--- src/rtl/updn_pkg.sv ---
package updn_pkg;
    typedef enum logic [1:0] {
        ST_IDLE  = 2'd0,
        ST_RANK  = 2'd1,
        ST_XCHG  = 2'd2,
        ST_TABLE = 2'd3
    } phase_t;
endpackage

--- src/rtl/rank_tracker.sv ---
module rank_tracker #(
    parameter int RANKW = 4,
    parameter int IDW   = 4,
    parameter int NPORT = 4
) (
    input  logic             clk,
    input  logic             rst_n,
    input  logic             clear,
    input  logic             active,
    input  logic [IDW-1:0]   my_id,
    input  logic [IDW-1:0]   bcast_src,
    input  logic [RANKW-1:0] slot_idx,
    input  logic [NPORT-1:0] arrive,
    output logic [RANKW-1:0] rank
);
    localparam logic [RANKW-1:0] UNRANKED = '1;

    always_ff @(posedge clk) begin
        if (!rst_n || clear) begin
            rank <= UNRANKED;
        end else if (active && rank == UNRANKED) begin
            if (bcast_src == my_id)
                rank <= '0;
            else if (|arrive)
                rank <= slot_idx;
        end
    end
endmodule

--- src/rtl/turn_mask_gen.sv ---
module turn_mask_gen #(
    parameter int NPORT = 4,
    parameter int RANKW = 4,
    parameter int IDW   = 4
) (
    input  logic                   clk,
    input  logic                   rst_n,
    input  logic                   clear,
    input  logic                   load,
    input  logic [RANKW-1:0]       my_rank,
    input  logic [IDW-1:0]         my_id,
    input  logic [NPORT-1:0]       link_alive,
    input  logic [NPORT*RANKW-1:0] nbr_rank,
    input  logic [NPORT*IDW-1:0]   nbr_id,
    output logic [NPORT*NPORT-1:0] turn_en
);
    localparam int KEYW = RANKW + IDW;

    logic [NPORT-1:0]       above;
    logic [NPORT*NPORT-1:0] mask_nxt;
    logic [KEYW-1:0]        self_key;

    assign self_key = {my_rank, my_id};

    for (genvar p = 0; p < NPORT; p++) begin : g_above
        assign above[p] = {nbr_rank[p*RANKW +: RANKW], nbr_id[p*IDW +: IDW]} < self_key;
    end

    for (genvar i = 0; i < NPORT; i++) begin : g_in
        for (genvar o = 0; o < NPORT; o++) begin : g_out
            if (i == o) begin : g_uturn
                assign mask_nxt[i*NPORT+o] = 1'b0;
            end else begin : g_turn
                assign mask_nxt[i*NPORT+o] = link_alive[i] & link_alive[o]
                                           & ~(above[i] & above[o]);
            end
        end
    end

    always_ff @(posedge clk) begin
        if (!rst_n || clear)
            turn_en <= '0;
        else if (load)
            turn_en <= mask_nxt;
    end
endmodule

--- src/rtl/table_writer.sv ---
module table_writer #(
    parameter int NPORT = 4,
    parameter int RANKW = 4,
    parameter int IDW   = 4,
    parameter int PORTW = 2
) (
    input  logic             clk,
    input  logic             rst_n,
    input  logic             en,
    input  logic [IDW-1:0]   my_id,
    input  logic [IDW-1:0]   bcast_src,
    input  logic [RANKW-1:0] slot_idx,
    input  logic [NPORT-1:0] arrive,
    output logic             we,
    output logic [IDW-1:0]   dest,
    output logic [PORTW-1:0] port
);
    logic             seen;
    logic             hit;
    logic [PORTW-1:0] first_p;

    always_comb begin
        first_p = '0;
        for (int p = NPORT - 1; p >= 0; p--)
            if (arrive[p]) first_p = PORTW'(p);
    end

    assign hit = en && !seen && (|arrive) && (slot_idx != '0) && (bcast_src != my_id);

    always_ff @(posedge clk) begin
        if (!rst_n) begin
            seen <= 1'b0;
            we   <= 1'b0;
            dest <= '0;
            port <= '0;
        end else begin
            we <= hit;
            if (hit) begin
                dest <= bcast_src;
                port <= first_p;
            end
            if (slot_idx == '0)
                seen <= 1'b0;
            else if (hit)
                seen <= 1'b1;
        end
    end
endmodule

--- src/rtl/updn_turn_unit.sv ---
module updn_turn_unit #(
    parameter int NNODE = 16,
    parameter int NPORT = 4,
    parameter int IDW   = $clog2(NNODE),
    parameter int RANKW = $clog2(NNODE),
    parameter int PORTW = (NPORT > 1) ? $clog2(NPORT) : 1
) (
    input  logic                   clk,
    input  logic                   rst_n,
    input  logic [IDW-1:0]         my_id,
    input  logic                   pass_start,
    input  logic                   first_done,
    input  logic                   pass_end,
    input  logic [IDW-1:0]         bcast_src,
    input  logic [RANKW-1:0]       slot_idx,
    input  logic [NPORT-1:0]       flag_in,
    input  logic [NPORT-1:0]       link_alive,
    input  logic [NPORT*RANKW-1:0] nbr_rank,
    input  logic [NPORT*IDW-1:0]   nbr_id,
    output logic [RANKW-1:0]       my_rank,
    output logic [NPORT*NPORT-1:0] turn_en,
    output logic                   tbl_we,
    output logic [IDW-1:0]         tbl_dest,
    output logic [PORTW-1:0]       tbl_port
);
    import updn_pkg::*;

    phase_t           state, state_nxt;
    logic [NPORT-1:0] arrive;
    logic             rank_active, mask_load, tbl_en;

    assign arrive = flag_in & link_alive;

    always_ff @(posedge clk) begin
        if (!rst_n) state <= ST_IDLE;
        else        state <= state_nxt;
    end

    always_comb begin
        state_nxt = state;
        if (pass_start) begin
            state_nxt = ST_RANK;
        end else begin
            unique case (state)
                ST_IDLE:  state_nxt = ST_IDLE;
                ST_RANK:  if (first_done) state_nxt = ST_XCHG;
                ST_XCHG:  state_nxt = ST_TABLE;
                ST_TABLE: if (pass_end) state_nxt = ST_IDLE;
                default:  state_nxt = ST_IDLE;
            endcase
        end
    end

    always_comb begin
        rank_active = (state == ST_RANK);
        mask_load   = (state == ST_XCHG);
        tbl_en      = (state == ST_TABLE);
    end

    rank_tracker #(.RANKW(RANKW), .IDW(IDW), .NPORT(NPORT)) u_rank (
        .clk(clk), .rst_n(rst_n), .clear(pass_start), .active(rank_active),
        .my_id(my_id), .bcast_src(bcast_src), .slot_idx(slot_idx),
        .arrive(arrive), .rank(my_rank)
    );

    turn_mask_gen #(.NPORT(NPORT), .RANKW(RANKW), .IDW(IDW)) u_mask (
        .clk(clk), .rst_n(rst_n), .clear(pass_start), .load(mask_load),
        .my_rank(my_rank), .my_id(my_id), .link_alive(link_alive),
        .nbr_rank(nbr_rank), .nbr_id(nbr_id), .turn_en(turn_en)
    );

    table_writer #(.NPORT(NPORT), .RANKW(RANKW), .IDW(IDW), .PORTW(PORTW)) u_tbl (
        .clk(clk), .rst_n(rst_n), .en(tbl_en), .my_id(my_id),
        .bcast_src(bcast_src), .slot_idx(slot_idx), .arrive(arrive),
        .we(tbl_we), .dest(tbl_dest), .port(tbl_port)
    );
endmodule

--- config.mk ---
export PLATFORM = sky130hd
export DESIGN_NAME = updn_turn_unit
export DESIGN_NICKNAME = d
export VERILOG_FILES = /design/src/rtl/updn_pkg.sv /design/src/rtl/rank_tracker.sv /design/src/rtl/turn_mask_gen.sv /design/src/rtl/table_writer.sv /design/src/rtl/updn_turn_unit.sv
export SDC_FILE = /design/constraint.sdc
export NUM_CORES = 1
export LEC_CHECK = 0
export CORE_MARGIN = 2
export CORE_UTILIZATION = 43
export DETAILED_ROUTE_END_ITERATION = 6
export PLACE_DENSITY = 0.87
export SLEW_MARGIN = 20
export SYNTH_ARGS = -nofsm -noshare
export SYNTH_HDL_FRONTEND = slang
export SYNTH_SLANG_ARGS = --single-unit
--- constraint.sdc ---
create_clock -name clk -period 2.6 [get_ports clk]
set_input_delay 0.26 -clock clk [delete_from_list [all_inputs] [get_ports clk]]
set_output_delay 0.26 -clock clk [all_outputs]
set_load 0.005 [all_outputs]
Yosys cells after proc, flatten, opt, wreduce, memory -nomap -nowiden
Index checks and enable logic that the tools add are counted.
{ "word_totals": {"regBits": 26, "inputBits": 57, "ram_bits": 0, "n_memories": 0, "out_inout_bits": 27, "wordCells": 76, "latchBits": 0, "romBits": 0} }
{ "classes": {"n_mul": 0, "addsub": 0, "div": 0, "eq_ne": 10, "n_shift": 0, "bitwise": 26, "order_cmp": 4, "reduce_logical": 18, "n_mux": 10} }
{ "ops": {"columns": ["cell", "count"], "rows": [
  ["less-than comparator 8 bit", 4],
  ["bitwise AND 1 bit", 18],
  ["2-to-1 mux 2 bit", 6],
  ["2-to-1 mux 4 bit", 2],
  ["one-hot mux 2 bit (4 select lines)", 1],
  ["NOT 1 bit", 7],
  ["inequality test 3 bit (second input constant)", 2],
  ["AND reduction 2 bit", 3],
  ["logical AND 1 bit", 5],
  ["bitwise AND 4 bit", 1],
  ["equality test 2 bit (second input constant)", 2],
  ["equality test 4 bit", 1],
  ["equality test 4 bit (second input constant)", 1],
  ["logical NOT 4 bit", 1],
  ["inequality test 2 bit (second input constant)", 2],
  ["inequality test 4 bit", 1],
  ["nonzero test 4 bit", 1],
  ["OR reduction 2 bit", 2],
  ["OR reduction 4 bit", 1],
  ["equality test 2 x 1 -> 1 bit (second input constant)", 1],
  ["logical NOT 1 bit", 2],
  ["logical NOT 2 bit", 1],
  ["nonzero test 2 bit", 1],
  ["logical OR 1 bit", 1],
  ["2-to-1 mux 1 bit", 1]
]} }

Depth between registers and ports, before layout
{ "depth": {"depth_word": 5, "depth_mapped": 7, "ltp_nobuf": 7} }

Hierarchy
Synthesis repeated with hierarchy kept, for this count alone.
{ "unflattened": {"cells_unflattened": 196, "hier_area_um2": 1811.7} }
{ "modules_own_cells": {"columns": ["mod", "area_per_inst_um2", "seq_area_each_um2", "n_inst", "cells_per_inst"], "rows": [
  ["turn_mask_gen", 970.9, 120.1, 1, 113],
  ["table_writer", 411.6, 160.2, 1, 43],
  ["rank_tracker", 226.5, 80.1, 1, 21],
  ["updn_turn_unit", 202.7, 40.0, 1, 19]
]} }

Least setup slack after synthesis
Ideal clock, no wire load.
{ "synth_timing": {"kind": "in2reg", "start": "input port my_id[2]", "end": "register u_mask.turn_en[12]", "path_slack_ps": 979, "required_time_ps": 2483, "t_arrival_ps": 1503, "path_stages": 7, "cell_sequence": "inv_1 ha_1 a211oi_1 o21ai_1 a41oi_1 nand2_1 a32o_1"} }
{ "synth_via": {"elab_chain_cells": 4, "elab_cells_between_ends": 5, "classes_between": "order compare: 2; bitwise: 3"} }
{ "synth_rtl": {"columns": ["item", "line_no", "source"], "rows": [
  ["start, declared", "updn_turn_unit.sv:10", "input logic [IDW-1:0] my_id,"],
  ["less-than comparator 8 bit", "turn_mask_gen.sv:26", "assign above[p] = {nbr_rank[p*RANKW +: RANKW], nbr_id[p*IDW +: IDW]} < self_key;"],
  ["bitwise AND 1 bit *", "turn_mask_gen.sv:35", "& ~(above[i] & above[o]);"],
  ["NOT 1 bit *", "turn_mask_gen.sv:35", null],
  ["bitwise AND 1 bit *", "turn_mask_gen.sv:35", null],
  ["end signal, assigned", "turn_mask_gen.sv:44", "turn_en <= mask_nxt;"],
  ["end, declared", "turn_mask_gen.sv:15", "output logic [NPORT*NPORT-1:0] turn_en"]
]} }
Mark *: on every way between the ends. The rest lies on a longest branch, timed or not.
A chain may end at the register's enable or synchronous reset.

Final worst setup path
{ "layout_timing": {"start": "input port my_id[2]", "end": "register u_mask.turn_en[9]"} }
The elaborated chain is that of the path after synthesis.

==> impl_metrics.yaml <==
status:
  outcome: "completed"
synth:
  yosys.area_share.simple: 0.1633
  synthMuxAreaShare: 0.03082
  synth_fa_ha_area_frac: 0.2388
  syn_inst: 186
  syn-cell-area_um2: 1624
  synth_xor_area_frac: 0.02157
  netlist_top_cells_count: "ha_1 (31), nand2_1 (24), dfxtp_1 (20)"
  synthDistinctLibCells: 34
  synth-compound-area-share: 0.2173
  syn_avg_cell_area_um2: 8.731
  ys.flop_type: "dfxtp_1"
  ys_seq_elements: 20
  synth.area.top_cells: "dfxtp_1 (25%), ha_1 (24%), nand2_1 (5.5%)"
  synth_top_area_share: 0.2465
  yosys_warnings: 0
  async_flop_share: 0
  synth_top_family_by_area: "adder cells"
  synth_edf_count: 0
  seq_area_frac_synth: 0.2465
  yosysMostFrequentCell: "ha_1"
  synth_top_area_cell: "dfxtp_1"
cts:
  clk_path_buf_depth: 2
  clock_latency_ps: 260
  htree_levels: 1
  postCtsSetupBuffers: 0
  numCtsBuffers: 3
  cts_tree: "built"
  clkSinkCount: 20
  ctsRootBufferMaster: "clkbuf_8"
  post_cts_resized: 0
  cts_hold_buf: 0
  clkTransAtPathRegs_ps: 70
global_routing:
  grt_pass1_wl_um: 6720
  grt_pass1_vias: 1565
  antenna_found_initial: 0
  grt_max_degree: 17
  grt_overflow: 0
  grtUsageTotal: 0.1992
critical_path:
  cp_max_fo: 4
  rrSetupSlack_ps: 790
  reg2reg_depth: 7
  cp.arrival_ps: 2250
  reg2reg_to: "u_mask.turn_en[12]$_SDFFE_PP0P_"
  critPathCaptureType: "flip-flop"
  critical_path_class: "input pin to flip-flop"
  endpoint: "u_mask.turn_en[9]$_SDFFE_PP0P_"
  r2r_start: "u_rank.rank[3]$_SDFFE_PP1P_"
  crit_required_ps: 2760
  startpoint_type: "input pin"
  critical_path.startpoint: "my_id[2]"
sta:
  finalCritPeriodShare: 0.8042
  finalSetupTns_ps: 0
  fin_ws_ps: 509.0
  fin_crit_ps: 2091
  slew_viol_final: 0
  finalHoldViolCount: 0
  setup_viol: 0
  fmax_mhz: 478.2
  fin_hold_ws_ps: 465.7
  rsz0062_at_grt: "no"
  finClkSkew_ps: 1.392
job:
  maxCapViolations: 0
layout:
  final_nets: 351
  layout-drive-gt1-share: 0.03831
  fill_cells: 309
  area_growth_pct: 50.69
  diodes: 0
  final_util: 0.6736
worst_hold_path:
  holdCritPathClass: "flip-flop to flip-flop"
detailed_routing:
  ant_nets: 0
  drt-vias-per-instance: 5.149
  drc: 0
  drt_iter0_markers: 49
  wirelength_um: 4120
  dr.pass1.iters: 5
  vias: 1591
  wl_per_cell_um: 13.33
placement:
  portBuffers: 79
  gp_congestion: 0.7764
  place_ws_ps: 223.5
  hpwl_um: 3485
floorplan:
  die_x_um: 65.46
  boundaryPins: 84
  dieArea_um2: 4284
  fp.dieH_um: 65.46
  core_area_um2: 3633
  row_count: 22
  floorplan.initialDensity: 0.4470
power:
  p_total_mw: 0.7525
  ir_worst_vdd_mv: 0.2738
  power_density_nw_per_um2: 307.5
  power_leakage_nw: 1.076
registers in the layout, summed over array words and instances, names as in the netlist:
| register | count |
|---|---|
| u_mask.turn_en | 6 |
| u_rank.rank | 4 |
| state | 2 |
| u_tbl.dest | 4 |
| u_tbl.seen | 1 |
| u_tbl.port | 2 |
| u_tbl.we | 1 |
worst max-delay path: stages:
cell and delay [ps]:
clkdlybuf4s50_1 490, inv_1 110, ha_1 330, a211oi_1 250, o21ai_1 120, a41oi_1 320, nand2_1 100, a32o_1 260
stage by stage:
stage	cells	cell area (um^2)
global route	309	2447
global placement	306	2406
finish	309	2447
detailed placement	306	2406
CTS	309	2447
floorplan	189	1635
kinds of logic after synthesis:
| group | after synthesis |
|---|---|
| other cells | 1 |
| fa+ha+maj | 31 |
| compound gates | 50 |
| mux | 5 |
| flops | 20 |
| xor+xnor | 4 |
| simple gates | 53 |
| buf+inv | 22 |
placed cells by master, fill, tap and decap left out, drive strengths merged, types with 2 or more instances in the layout:
cell type / count
a211oi: 4
a21oi: 12
a22oi: 2
a32o: 6
a41oi: 4
and3: 2
clkbuf: 3
clkdlybuf4s50: 79
conb: 4
dfxtp: 20
ha: 31
inv: 11
mux2i: 5
nand2: 24
nand4: 3
nor2: 13
nor2b: 5
o21ai: 16
xnor2: 4
metal layers:
metal | track usage | up-vias | routed length (um)
met4 | 0.05990 | 0 | 42
met5 | 0 | - | 0
met3 | 0.04110 | 5 | 258
met2 | 0.3610 | 51 | 2038
li1 | - | 816 | -
met1 | 0.2344 | 719 | 1780
layout make-up:
class | instances | area [um^2] | area share
multi-input combinational | 147 | 1106 | 0.4519
sequential | 20 | 400.4 | 0.1636
timing repair buffer | 80 | 798.3 | 0.3262
tap | 48 | 60.06 | 0.02454
clock buffer | 3 | 41.29 | 0.01687
inverter | 11 | 41.29 | 0.01687
power by group:
group | leakage [nW] | switching, mW | total (mW) | internal [mW]
Combinational | 0.893 | 0.0985 | 0.232 | 0.134
Sequential | 0.162 | 0.00469 | 0.316 | 0.311
Clock | 0.0216 | 0.101 | 0.204 | 0.103
Total | 1.08 | 0.204 | 0.753 | 0.548
worst min path at each step:
stage | startpoint | end | slack [ps] | depth (start not counted)
finish | u_tbl.dest[1]$_SDFFE_PN0P_ | u_tbl.dest[1]$_SDFFE_PN0P_ | 470 | 2
detailed placement | u_tbl.dest[2]$_SDFFE_PN0P_ | u_tbl.dest[2]$_SDFFE_PN0P_ | 440 | 2
global placement | u_tbl.dest[1]$_SDFFE_PN0P_ | u_tbl.dest[1]$_SDFFE_PN0P_ | 450 | 2
floorplan | pass_start | state[0]$_SDFFE_PN0P_ | 380 | 1
global route | u_tbl.port[0]$_SDFFE_PN0P_ | u_tbl.port[0]$_SDFFE_PN0P_ | 490 | 2
CTS | u_tbl.dest[0]$_SDFFE_PN0P_ | u_tbl.dest[0]$_SDFFE_PN0P_ | 460 | 2
No activity file was read; power rests on OpenSTA's default activity.
